[src/rtl/fsync_pkg.sv]
package fsync_pkg;

    typedef enum logic [1:0] {
        S_SEARCH = 2'd0,
        S_VERIFY = 2'd1,
        S_LOCKED = 2'd2
    } lock_state_e;

    typedef enum logic {
        FMT_STBUS = 1'b0,
        FMT_GCI   = 1'b1
    } sync_fmt_e;

endpackage

[src/rtl/fts_pulse_classifier.sv]
module fts_pulse_classifier
    import fsync_pkg::*;
#(
    parameter int MAX_PULSE = 2
)
(
    input  logic      clk,
    input  logic      rst_n,
    input  logic      ser_clk_i,
    input  logic      fp_i,
    output logic      rise_ev_o,
    output logic      fall_ev_o,
    output logic      pulse_v_o,
    output sync_fmt_e pulse_fmt_o
);
    localparam int LW = $clog2(MAX_PULSE + 2);
    localparam logic [LW-1:0] LONG_RUN = LW'(MAX_PULSE + 1);

    logic          sclk_q;
    logic          sclk_qq;
    logic          fp_q;
    logic          run_lvl;
    logic [LW-1:0] run_len;
    logic          prev_long;

    assign rise_ev_o =  sclk_q & ~sclk_qq;
    assign fall_ev_o = ~sclk_q &  sclk_qq;

    always_ff @(posedge clk or negedge rst_n) begin
        if (!rst_n) begin
            sclk_q      <= 1'b0;
            sclk_qq     <= 1'b0;
            fp_q        <= 1'b0;
            run_lvl     <= 1'b0;
            run_len     <= '0;
            prev_long   <= 1'b0;
            pulse_v_o   <= 1'b0;
            pulse_fmt_o <= FMT_STBUS;
        end else begin
            sclk_q    <= ser_clk_i;
            sclk_qq   <= sclk_q;
            fp_q      <= fp_i;
            pulse_v_o <= 1'b0;
            if (rise_ev_o) begin
                if (fp_q == run_lvl) begin
                    if (run_len != LONG_RUN) begin
                        run_len <= run_len + 1'b1;
                    end
                end else begin
                    pulse_v_o   <= prev_long && (run_len <= LW'(MAX_PULSE));
                    pulse_fmt_o <= run_lvl ? FMT_GCI : FMT_STBUS;
                    prev_long   <= (run_len == LONG_RUN);
                    run_lvl     <= fp_q;
                    run_len     <= LW'(1);
                end
            end
        end
    end


    pulse_on_edge_chk: assert property (@(posedge clk) disable iff (!rst_n)
        pulse_v_o |-> $past(rise_ev_o));

endmodule

[src/rtl/fts_lock_fsm.sv]
module fts_lock_fsm
    import fsync_pkg::*;
#(
    parameter int FRAME_SCLK = 512,
    parameter int TIMEOUT    = 520
)
(
    input  logic      clk,
    input  logic      rst_n,
    input  logic      rise_ev_i,
    input  logic      pulse_v_i,
    input  sync_fmt_e pulse_fmt_i,
    output logic      locked_o,
    output sync_fmt_e fmt_o
);
    localparam int GW = $clog2(TIMEOUT + 1);

    lock_state_e   state;
    lock_state_e   state_nx;
    logic [GW-1:0] gap;
    sync_fmt_e     fmt_q;
    logic          match;
    logic          expired;

    assign match   = (pulse_fmt_i == fmt_q) && (gap == GW'(FRAME_SCLK));
    assign expired = (gap == GW'(TIMEOUT));

    always_comb begin
        state_nx = state;
        unique case (state)
            S_SEARCH: begin
                if (pulse_v_i) state_nx = S_VERIFY;
            end
            S_VERIFY: begin
                if (pulse_v_i)    state_nx = match ? S_LOCKED : S_VERIFY;
                else if (expired) state_nx = S_SEARCH;
            end
            S_LOCKED: begin
                if (pulse_v_i)    state_nx = match ? S_LOCKED : S_VERIFY;
                else if (expired) state_nx = S_SEARCH;
            end
            default: state_nx = S_SEARCH;
        endcase
    end

    always_ff @(posedge clk or negedge rst_n) begin
        if (!rst_n) state <= S_SEARCH;
        else        state <= state_nx;
    end

    always_ff @(posedge clk or negedge rst_n) begin
        if (!rst_n) begin
            gap   <= '0;
            fmt_q <= FMT_STBUS;
        end else if (pulse_v_i) begin
            gap   <= '0;
            fmt_q <= pulse_fmt_i;
        end else if (rise_ev_i && !expired) begin
            gap <= gap + 1'b1;
        end
    end

    always_comb begin
        locked_o = (state == S_LOCKED);
        fmt_o    = fmt_q;
    end


    gap_bound_chk: assert property (@(posedge clk) disable iff (!rst_n)
        gap <= GW'(TIMEOUT));


    lock_entry_chk: assert property (@(posedge clk) disable iff (!rst_n)
        (state == S_LOCKED && $past(state) != S_LOCKED) |-> $past(pulse_v_i));


    timeout_exit_chk: assert property (@(posedge clk) disable iff (!rst_n)
        (state == S_SEARCH && $past(state) != S_SEARCH) |-> $past(expired));


    fmt_hold_chk: assert property (@(posedge clk) disable iff (!rst_n)
        (locked_o && $past(locked_o)) |-> $stable(fmt_o));

endmodule

[src/rtl/fts_bit_timer.sv]
module fts_bit_timer
    import fsync_pkg::*;
#(
    parameter int CHANNELS    = 32,
    parameter int BITS_PER_CH = 8
)
(
    input  logic                           clk,
    input  logic                           rst_n,
    input  logic                           rise_ev_i,
    input  logic                           fall_ev_i,
    input  logic                           pulse_v_i,
    input  sync_fmt_e                      pulse_fmt_i,
    input  logic                           locked_i,
    output logic                           frame_start_o,
    output logic [$clog2(CHANNELS)-1:0]    chan_o,
    output logic [$clog2(BITS_PER_CH)-1:0] bit_o,
    output logic                           sample_o,
    output logic                           shift_o
);
    localparam int TICKS_PER_BIT = 4;
    localparam int PW    = $clog2(TICKS_PER_BIT);
    localparam int BW    = $clog2(BITS_PER_CH);
    localparam int CW    = $clog2(CHANNELS);
    localparam int TICKS = CHANNELS * BITS_PER_CH * TICKS_PER_BIT;
    localparam int TW    = $clog2(TICKS);

    logic [TW-1:0] tk;
    logic          pending;
    sync_fmt_e     pend_fmt;
    logic          load_now;
    logic          load_pend;

    assign load_now  = pulse_v_i && ((pulse_fmt_i == FMT_STBUS) ? fall_ev_i : rise_ev_i);
    assign load_pend = pending   && ((pend_fmt    == FMT_STBUS) ? fall_ev_i : rise_ev_i);

    always_ff @(posedge clk or negedge rst_n) begin
        if (!rst_n) begin
            tk       <= '0;
            pending  <= 1'b0;
            pend_fmt <= FMT_STBUS;
        end else if (load_now || load_pend) begin
            tk      <= '0;
            pending <= 1'b0;
        end else begin
            tk <= (tk == TW'(TICKS - 1)) ? '0 : tk + 1'b1;
            if (pulse_v_i) begin
                pending  <= 1'b1;
                pend_fmt <= pulse_fmt_i;
            end
        end
    end

    always_comb begin
        frame_start_o = locked_i && (tk == '0);
        chan_o        = tk[TW-1 -: CW];
        bit_o         = tk[PW +: BW];
        shift_o       = locked_i && (tk[PW-1:0] == '0);
        sample_o      = locked_i && (tk[PW-1:0] == PW'(TICKS_PER_BIT - 1));
    end


    realign_on_wrap_chk: assert property (@(posedge clk) disable iff (!rst_n)
        (locked_i && $past(locked_i) && tk == '0) |-> $past(tk) == TW'(TICKS - 1));


    sample_then_shift_chk: assert property (@(posedge clk) disable iff (!rst_n)
        sample_o |=> (shift_o || !locked_i));

endmodule

[src/rtl/fsync_timing.sv]
module fsync_timing
    import fsync_pkg::*;
#(
    parameter int CHANNELS    = 32,
    parameter int BITS_PER_CH = 8,
    parameter int MAX_PULSE   = 2,
    parameter int TIMEOUT     = 520
)
(
    input  logic                           clk,
    input  logic                           rst_n,
    input  logic                           ser_clk_i,
    input  logic                           fpulse_i,
    output logic                           fmt_gci_o,
    output logic                           locked_o,
    output logic                           frame_start_o,
    output logic [$clog2(CHANNELS)-1:0]    chan_o,
    output logic [$clog2(BITS_PER_CH)-1:0] bit_o,
    output logic                           sample_o,
    output logic                           shift_o
);
    localparam int FRAME_SCLK = CHANNELS * BITS_PER_CH * 2;
    localparam int CW = $clog2(CHANNELS);
    localparam int BW = $clog2(BITS_PER_CH);

    logic      rise_ev;
    logic      fall_ev;
    logic      pulse_v;
    sync_fmt_e pulse_fmt;
    sync_fmt_e fmt;

    fts_pulse_classifier #(.MAX_PULSE(MAX_PULSE)) u_classify (
        .clk         (clk),
        .rst_n       (rst_n),
        .ser_clk_i   (ser_clk_i),
        .fp_i        (fpulse_i),
        .rise_ev_o   (rise_ev),
        .fall_ev_o   (fall_ev),
        .pulse_v_o   (pulse_v),
        .pulse_fmt_o (pulse_fmt)
    );

    fts_lock_fsm #(.FRAME_SCLK(FRAME_SCLK), .TIMEOUT(TIMEOUT)) u_lock (
        .clk         (clk),
        .rst_n       (rst_n),
        .rise_ev_i   (rise_ev),
        .pulse_v_i   (pulse_v),
        .pulse_fmt_i (pulse_fmt),
        .locked_o    (locked_o),
        .fmt_o       (fmt)
    );

    fts_bit_timer #(.CHANNELS(CHANNELS), .BITS_PER_CH(BITS_PER_CH)) u_timer (
        .clk           (clk),
        .rst_n         (rst_n),
        .rise_ev_i     (rise_ev),
        .fall_ev_i     (fall_ev),
        .pulse_v_i     (pulse_v),
        .pulse_fmt_i   (pulse_fmt),
        .locked_i      (locked_o),
        .frame_start_o (frame_start_o),
        .chan_o        (chan_o),
        .bit_o         (bit_o),
        .sample_o      (sample_o),
        .shift_o       (shift_o)
    );

    assign fmt_gci_o = (fmt == FMT_GCI);


    frame_wrap_chk: assert property (@(posedge clk) disable iff (!rst_n)
        (frame_start_o && $past(locked_o)) |->
            ($past(chan_o) == CW'(CHANNELS - 1) && $past(bit_o) == BW'(BITS_PER_CH - 1)));

endmodule

[config.mk]
export PLATFORM = sky130hd
export DESIGN_NAME = fsync_timing
export DESIGN_NICKNAME = d
export VERILOG_FILES = /design/src/rtl/fsync_pkg.sv /design/src/rtl/fts_pulse_classifier.sv /design/src/rtl/fts_lock_fsm.sv /design/src/rtl/fts_bit_timer.sv /design/src/rtl/fsync_timing.sv
export SDC_FILE = /design/constraint.sdc
export NUM_CORES = 1
export LEC_CHECK = 0
export BUFFER_PORTS_ARGS = -buffer_cell sky130_fd_sc_hd__buf_4
export CAP_MARGIN = 20
export CORE_MARGIN = 2
export CORE_UTILIZATION = 38
export CTS_CLUSTER_SIZE = 30
export DETAILED_ROUTE_END_ITERATION = 8
export SYNTH_ARGS = -nofsm -noshare
export SYNTH_HDL_FRONTEND = slang
export SYNTH_SLANG_ARGS = --single-unit
[constraint.sdc]
create_clock -name clk -period 2.15 [get_ports clk]
set_input_delay 0.43 -clock clk [delete_from_list [all_inputs] [get_ports clk]]
set_output_delay 0.43 -clock clk [all_outputs]
set_load 0.01 [all_outputs]
==> qor.csv, run 1 <==
stage,metric,value,unit
sta,fin_tns_setup,0,ns
power_and_ir_drop,clkPwrFrac,0.259,
sta,timing.final.crit_share,0.848,
place,placed_cell_area,1970,um^2
power_and_ir_drop,ir_worst_vdd,442,uV
power_and_ir_drop,p_int,1.45,mW
floorplanning,num_rows,25,
global_routing,antenna_found_initial,0,
final_layout,fillers,455,
clock_tree,cts-root-buf,clkbuf_8,
final_layout,syn_to_final_growth,12.4,%
place,globalplace.congestion,0.765,
worst_setup_path,start_kind,register,
worst_setup_path,r2r_setup_slack,0.53,ns
final_layout,drive_above_1_share,0.161,
final_layout,postLayoutCellArea,2080,um^2
sta,tightest_slew,0.421,ns
synthesis,synthDistinctLibCells,42,
floorplanning,die_x,73.8,um
synthesis,synthesis.nets,201,
synthesis,synth.yosys.seq_area_share,0.460,
clock_tree,tritoncts,yes,
worst_setup_path,cp-end-kind,output pin,
sta,rsz0062_at_grt,no,
floorplanning,die_h,73.8,um
floorplanning,start_util,0.392,
clock_tree,postCtsHoldBufs,0,
synthesis,yosys_warnings,0,
synthesis,synth_edf_count,0,
global_routing,grt_use_total,0.132,
clock_tree,cts_resized,0,
clock_tree,htree_levels,2,
power_and_ir_drop,pwr-share-seq,0.467,
power_and_ir_drop,power.density,1060,nW/um^2
worst_setup_path,regToRegStartpoint,u_classify.sclk_q$_DFF_PN0_,
global_routing,grt_pass1_wl,5460,um
route,num_vias,1293,
sta,layout_min_cycle_time,1.82,ns
route,first_pass_iters,4,
route,wl_per_cell,11.8,um
clock_tree,cts.sinks,34,
global_routing,grt_overflow,0,
global_routing,grt_pass1_vias,1200,
worst_setup_path,cp_data_arrival_time,1.39,ns
route,drc,0,
synthesis,syn_avg_cell_area,9.84,um^2
power_and_ir_drop,combPwrFrac,0.274,
place,io_buffers,16,
job,cap_viol_max_count,0,
clock_tree,clk_latency,0.28,ns
synthesis,postSynth.asyncResetShare,1.00,
sta,slew_headroom,0.718,
final_layout,final_nets,211,
worst_setup_path,critPathKind,register to output pin,
global_routing,grt_max_degree,35,
place,dp_slack,0.553,ns
synthesis,yosys_register_bits,34,
power_and_ir_drop,p_leak,0.987,nW
clock_tree,cts_buffers,5,
route,first_iter_violations,73,
floorplanning,fp.dieArea,5440,um^2
sta,finClkSkew,0.00844,ns
synthesis,ys.flop_type,dfrtp_1,
worst_setup_path,critPathMaxFanout,4,
sta,max_freq,549,MHz
synthesis,syn_area,1850,um^2
synthesis,syn_inst,188,
worst_setup_path,r2r-end,u_timer.tk[4]$_DFF_PN0_,
sta,finalHoldViolCount,0,
clock_tree,path_clk_slew,0.07,ns
worst_setup_path,r2r_cells,4,
route,routed_wl,3150,um
floorplanning,core-area,4720,um^2
clock_tree,clockBufferDepth,2,
final_layout,insertedDiodeCount,0,
power_and_ir_drop,switching_share,0.338,
clock_tree,cts_setup_buffers,0,
worst_setup_path,required,1.72,ns
floorplanning,io_pins,17,
route,viasPerCell,4.86,
power_and_ir_drop,power_switching,741,uW
worst_hold_path,hold_class,primary input to async pin,
sta,drv_slew,0,
route,ant_nets,0,
outcome,status,completed,
sta,setup_violations,0,
place,hpwl,2260,um
sta,setup_ws,0.328,ns
-- power by group through the flow --
stage | registers (mW) | logic (mW) | clock network [mW]
final | 1.03 | 0.601 | 0.569
after global routing | 1.06 | 0.697 | 0.618
after CTS | 1.02 | 0.615 | 0.586
after detailed placement | 1.03 | 0.606 | 0
after global placement | 1.04 | 0.597 | 0
after floorplan | 0.956 | 0.537 | 0
-- flip-flops by register name, indices dropped and copies added, names as in the netlist, 2 cells and up --
name	count
u_classify.run_len	2
u_timer.tk	10
u_lock.gap	10
u_lock.state	2
-- per-layer routing --
metal | global-route usage | vias to the layer above | wire length (um)
li1 | - | 657 | -
met1 | 0.170 | 609 | 1500
met2 | 0.212 | 23 | 1470
met3 | 0.0370 | 4 | 136
met4 | 0.0485 | 0 | 43
met5 | 0 | - | 0
-- cells in the mapped netlist (2+ instances only) --
master / instances / area [um^2]
buf_4: 9 / 67.6
a21oi_1: 5 / 25.0
o21ai_0: 4 / 20.0
mux2_2: 2 / 22.5
clkbuf_1: 4 / 15.0
ha_1: 9 / 113
and3_1: 4 / 25.0
nor2_1: 27 / 101
xnor2_1: 5 / 43.8
nor4b_2: 2 / 30.0
nor2b_1: 2 / 12.5
dfrtp_1: 34 / 851
and3b_1: 2 / 17.5
nand3_1: 8 / 40.0
nand3b_1: 2 / 15.0
inv_1: 8 / 30.0
nand2b_1: 3 / 18.8
and2_1: 4 / 25.0
mux2i_1: 2 / 20.0
nand4_1: 6 / 37.5
nor4_1: 2 / 12.5
xor2_1: 12 / 105
nand2_1: 12 / 45.0
nor3_1: 2 / 10.0
-- metrics by stage --
stage | util | cells | hold slack, ns | total power, mW
6_report | 0.441 | 266 | 0.0758 | 2.20
3_3_place_gp | 0.417 | 258 | 0.403 | 1.63
2_1_floorplan | - | 188 | 0.134 | 1.49
5_1_grt | 0.441 | 266 | 0.108 | 2.38
3_5_place_dp | 0.417 | 258 | 0.403 | 1.64
4_1_cts | 0.441 | 266 | 0.0981 | 2.23
-- worst max-delay path, stage by stage, from the launching register on --
cell and delay, ns:
dfrtp_1 0.35, inv_1 0.08, ha_1 0.24, and2_1 0.17, and3_1 0.14, buf_4 0.13
-- logic make-up after synthesis --
family          after synthesis  synth area share
simple gates                 80             0.228
flops                        34             0.460
buf+inv                      23            0.0690
compound gates               21            0.0791
xor+xnor                     17            0.0805
fa+ha+maj                     9            0.0609
mux                           4            0.0230
-- layout by cell type, fill, tap and decap left out, types with 5 or more instances in the layout --
master and instances:
inv_1 8, nand3_1 8, nand4_1 6, dfrtp_1 34, xnor2_1 5, ha_1 9, a21oi_1 5, nor2_1 27
buf_4 18, nand2_1 12, xor2_1 12, clkbuf_8 5
-- how the worst max path moves through the flow --
| stage | start | endpoint | slack [ns] |
|---|---|---|---|
| 2_1_floorplan | u_lock.gap[0]$_DFFE_PN0P_ | u_lock.state[0]$_DFFE_PN0P_ | 0.63 |
| 3_3_place_gp | u_lock.gap[0]$_DFFE_PN0P_ | u_lock.state[0]$_DFFE_PN0P_ | 0.58 |
| 3_5_place_dp | u_lock.gap[0]$_DFFE_PN0P_ | u_lock.state[0]$_DFFE_PN0P_ | 0.55 |
| 4_1_cts | u_lock.state[0]$_DFFE_PN0P_ | frame_start_o | 0.31 |
| 5_1_grt | u_lock.state[0]$_DFFE_PN0P_ | frame_start_o | 0.20 |
| 6_report | u_lock.state[0]$_DFFE_PN0P_ | frame_start_o | 0.33 |
-- cell type report --
| type | instances | area, um^2 | area share |
|---|---|---|---|
| multi-input combinational | 131 | 872 | 0.419 |
| timing repair buffer | 18 | 135 | 0.0649 |
| inverter | 8 | 30.0 | 0.0144 |
| tap | 67 | 83.8 | 0.0403 |
| clock buffer | 5 | 68.8 | 0.0331 |
| clock inverter | 3 | 40.0 | 0.0192 |
| sequential | 34 | 851 | 0.409 |
(Power assumes the default switching activity.)
==> run 2: changes to the inputs <==
==> constraint.sdc (replaced) <==
create_clock -name clk -period 1.5 [get_ports clk]
set_input_delay 0.3 -clock clk [delete_from_list [all_inputs] [get_ports clk]]
set_output_delay 0.3 -clock clk [all_outputs]
set_load 0.01 [all_outputs]
==> qor.csv, run 2 (synthesis gave the netlist of run 1 again) <==
stage,metric,value,unit,change
clock_tree,cts_buffers,5,,unchanged
worst_setup_path,max_stage_delay,0.41,ns,+0.06 ns
worst_setup_path,cp-end-kind,output pin,,
clock_tree,cts-root-buf,clkbuf_8,,
route,first_pass_iters,4,,unchanged
route,viasPerCell,4.87,,+0.17%
sta,rsz0062_at_grt,yes,,
final_layout,insertedDiodeCount,0,,unchanged
worst_setup_path,cp_data_arrival_time,1.32,ns,-0.07 ns
route,first_iter_violations,46,,-37%
clock_tree,clk_latency,0.28,ns,about the same
global_routing,grt_max_degree,35,,unchanged
final_layout,final_cell_mix,"buf_4, dfrtp_1, nor2_1, nand2_1, xor2_1",,
sta,drv_slew,0,,unchanged
worst_setup_path,critPathKind,register to output pin,,
place,hpwl,2330,um,+3.3%
sta,setup_ws,-0.120,ns,-0.447 ns
sta,layout_min_cycle_time,1.62,ns,
route,num_vias,1412,,+9.2%
outcome,status,"complete, but fails checks",,
clock_tree,cts.sinks,34,,unchanged
sta,setup_violations,3,,+3
floorplanning,die_h,73.8,um,unchanged
sta,tightest_slew,0.420,ns,-0.000265 ns
worst_hold_path,hold_class,primary input to register,,
final_layout,final_common_cell,buf_4,,
worst_setup_path,critPathMaxFanout,4,,unchanged
floorplanning,io_pins,17,,unchanged
clock_tree,htree_levels,2,,unchanged
place,globalplace.congestion,0.741,,-3.0%
route,routed_wl,3550,um,+13%
clock_tree,tritoncts,yes,,
route,ant_nets,0,,unchanged
job,cap_viol_max_count,0,,unchanged
clock_tree,clockBufferDepth,2,,unchanged
sta,max_freq,617,MHz,
route,wl_per_cell,12.2,um,+3.3%
floorplanning,die_x,73.8,um,unchanged
final_layout,syn_to_final_growth,28.7,%,
clock_tree,path_clk_slew,0.07,ns,about the same
power_and_ir_drop,ir_worst_vdd,912,uV,+110%
place,placed_cell_area,2070,um^2,+5.0%
final_layout,drive_above_1_share,0.318,,+0.158
sta,finClkSkew,0.00736,ns,-0.00108 ns
floorplanning,num_rows,25,,unchanged
sta,timing.final.crit_share,1.08,,
final_layout,final_nets,235,,+11%
floorplanning,fp.dieArea,5440,um^2,unchanged
place,io_buffers,16,,unchanged
power_and_ir_drop,design_power_total,3.68,mW,+68%
worst_setup_path,crit_family,flip-flops,,
final_layout,postLayoutCellArea,2380,um^2,+14%
global_routing,grt_pass1_vias,1397,,+16%
worst_setup_path,cp_num_buf_inv,2,,unchanged
global_routing,antenna_found_initial,0,,unchanged
global_routing,grt_overflow,0,,unchanged
floorplanning,start_util,0.392,,unchanged
route,drc,0,,unchanged
global_routing,grt_use_total,0.151,,+0.0188
sta,fin_tns_setup,-0.188,ns,-0.188 ns
power_and_ir_drop,power.density,1540,nW/um^2,+46%
floorplanning,core-area,4720,um^2,unchanged
worst_setup_path,slowest_stage,dfrtp_1,,
worst_setup_path,required,1.20,ns,-0.52 ns
final_layout,reg_top3,"u_lock.gap x10, u_timer.tk x10",,
outcome,violations,setup timing,,
power_and_ir_drop,p_leak,1.12,nW,+13%
sta,slew_headroom,0.720,,+0.00148
sta,finalHoldViolCount,0,,unchanged
worst_setup_path,cp_cell_sequence,inv_1 -> ha_2 -> and2_4 -> and3_4 -> buf_6,,
global_routing,grt_pass1_wl,6170,um,+13%
worst_setup_path,start_kind,register,,
place,dp_slack,-0.0210,ns,-0.574 ns
==> run 2: cell types whose count changed in the layout (fill, tap and decap cells not counted), sizes merged <==
cell         before  now
buf              18   41
clkbuf            5    6
dlygate4sd3       0    1
clkinv            2    0
bufinv            1    2
==> run 2: where the power goes <==
group	leakage (nW)	switching, mW	total, mW	internal, mW
clock network	0.0714	0.339	1.05	0.709
logic	0.614	0.570	1.23	0.656
registers	0.430	0.249	1.41	1.16
==> run 2: final timing paths <==
check	end	cells after the start	slack, ns	startpoint
max	frame_start_o	5	-0.12	u_timer.tk[0]$_DFF_PN0_
min	u_classify.sclk_q$_DFF_PN0_	1	0.12	ser_clk_i
max reg2reg	u_lock.state[0]$_DFFE_PN0P_	6	-0.05	u_lock.gap[0]$_DFFE_PN0P_
min reg2reg	u_classify.prev_long$_DFFE_PN0P_	1	0.52	u_classify.prev_long$_DFFE_PN0P_
max in group asynchronous	u_timer.tk[2]$_DFF_PN0_	2	0.69	rst_n
min in group asynchronous	u_timer.tk[8]$_DFF_PN0_	2	0.50	rst_n
==> run 2: repair_timing <==
action,4_1_cts,5_1_grt
endpoints found under the setup margin,12,15
hold buffers,1,0
pin swaps,4,4
hold endpoints to repair,34,0
buffers inserted,8,3
resized for setup,9,12
==> run 2: cell type report <==
class / count / area [um^2]
inverter: 8 / 30.0
multi-input combinational: 131 / 947
tap: 67 / 83.8
clock inverter: 2 / 60.1
timing repair buffer: 42 / 325
clock buffer: 6 / 82.6
fill: 434 / 2340
sequential: 34 / 852
==> run 2: metrics by stage <==
stage	std cells	util	hold WS (ns)
2_1_floorplan	188	-	0.00441
6_report	290	0.504	0.117
3_5_place_dp	270	0.438	0.277
5_1_grt	290	0.504	0.0987
4_1_cts	287	0.489	0.107
3_3_place_gp	270	0.438	0.279
==> run 2: routing by layer <==
layer  GRT usage  wire (um)  vias to the layer above  part of all wire
met3      0.0521        136                        4             0.038
met5           0          0                        -                 0
li1            -          -                      706                 -
met2       0.246       1730                       29              0.49
met4      0.0606         45                        0             0.013
met1       0.183       1640                      673              0.46
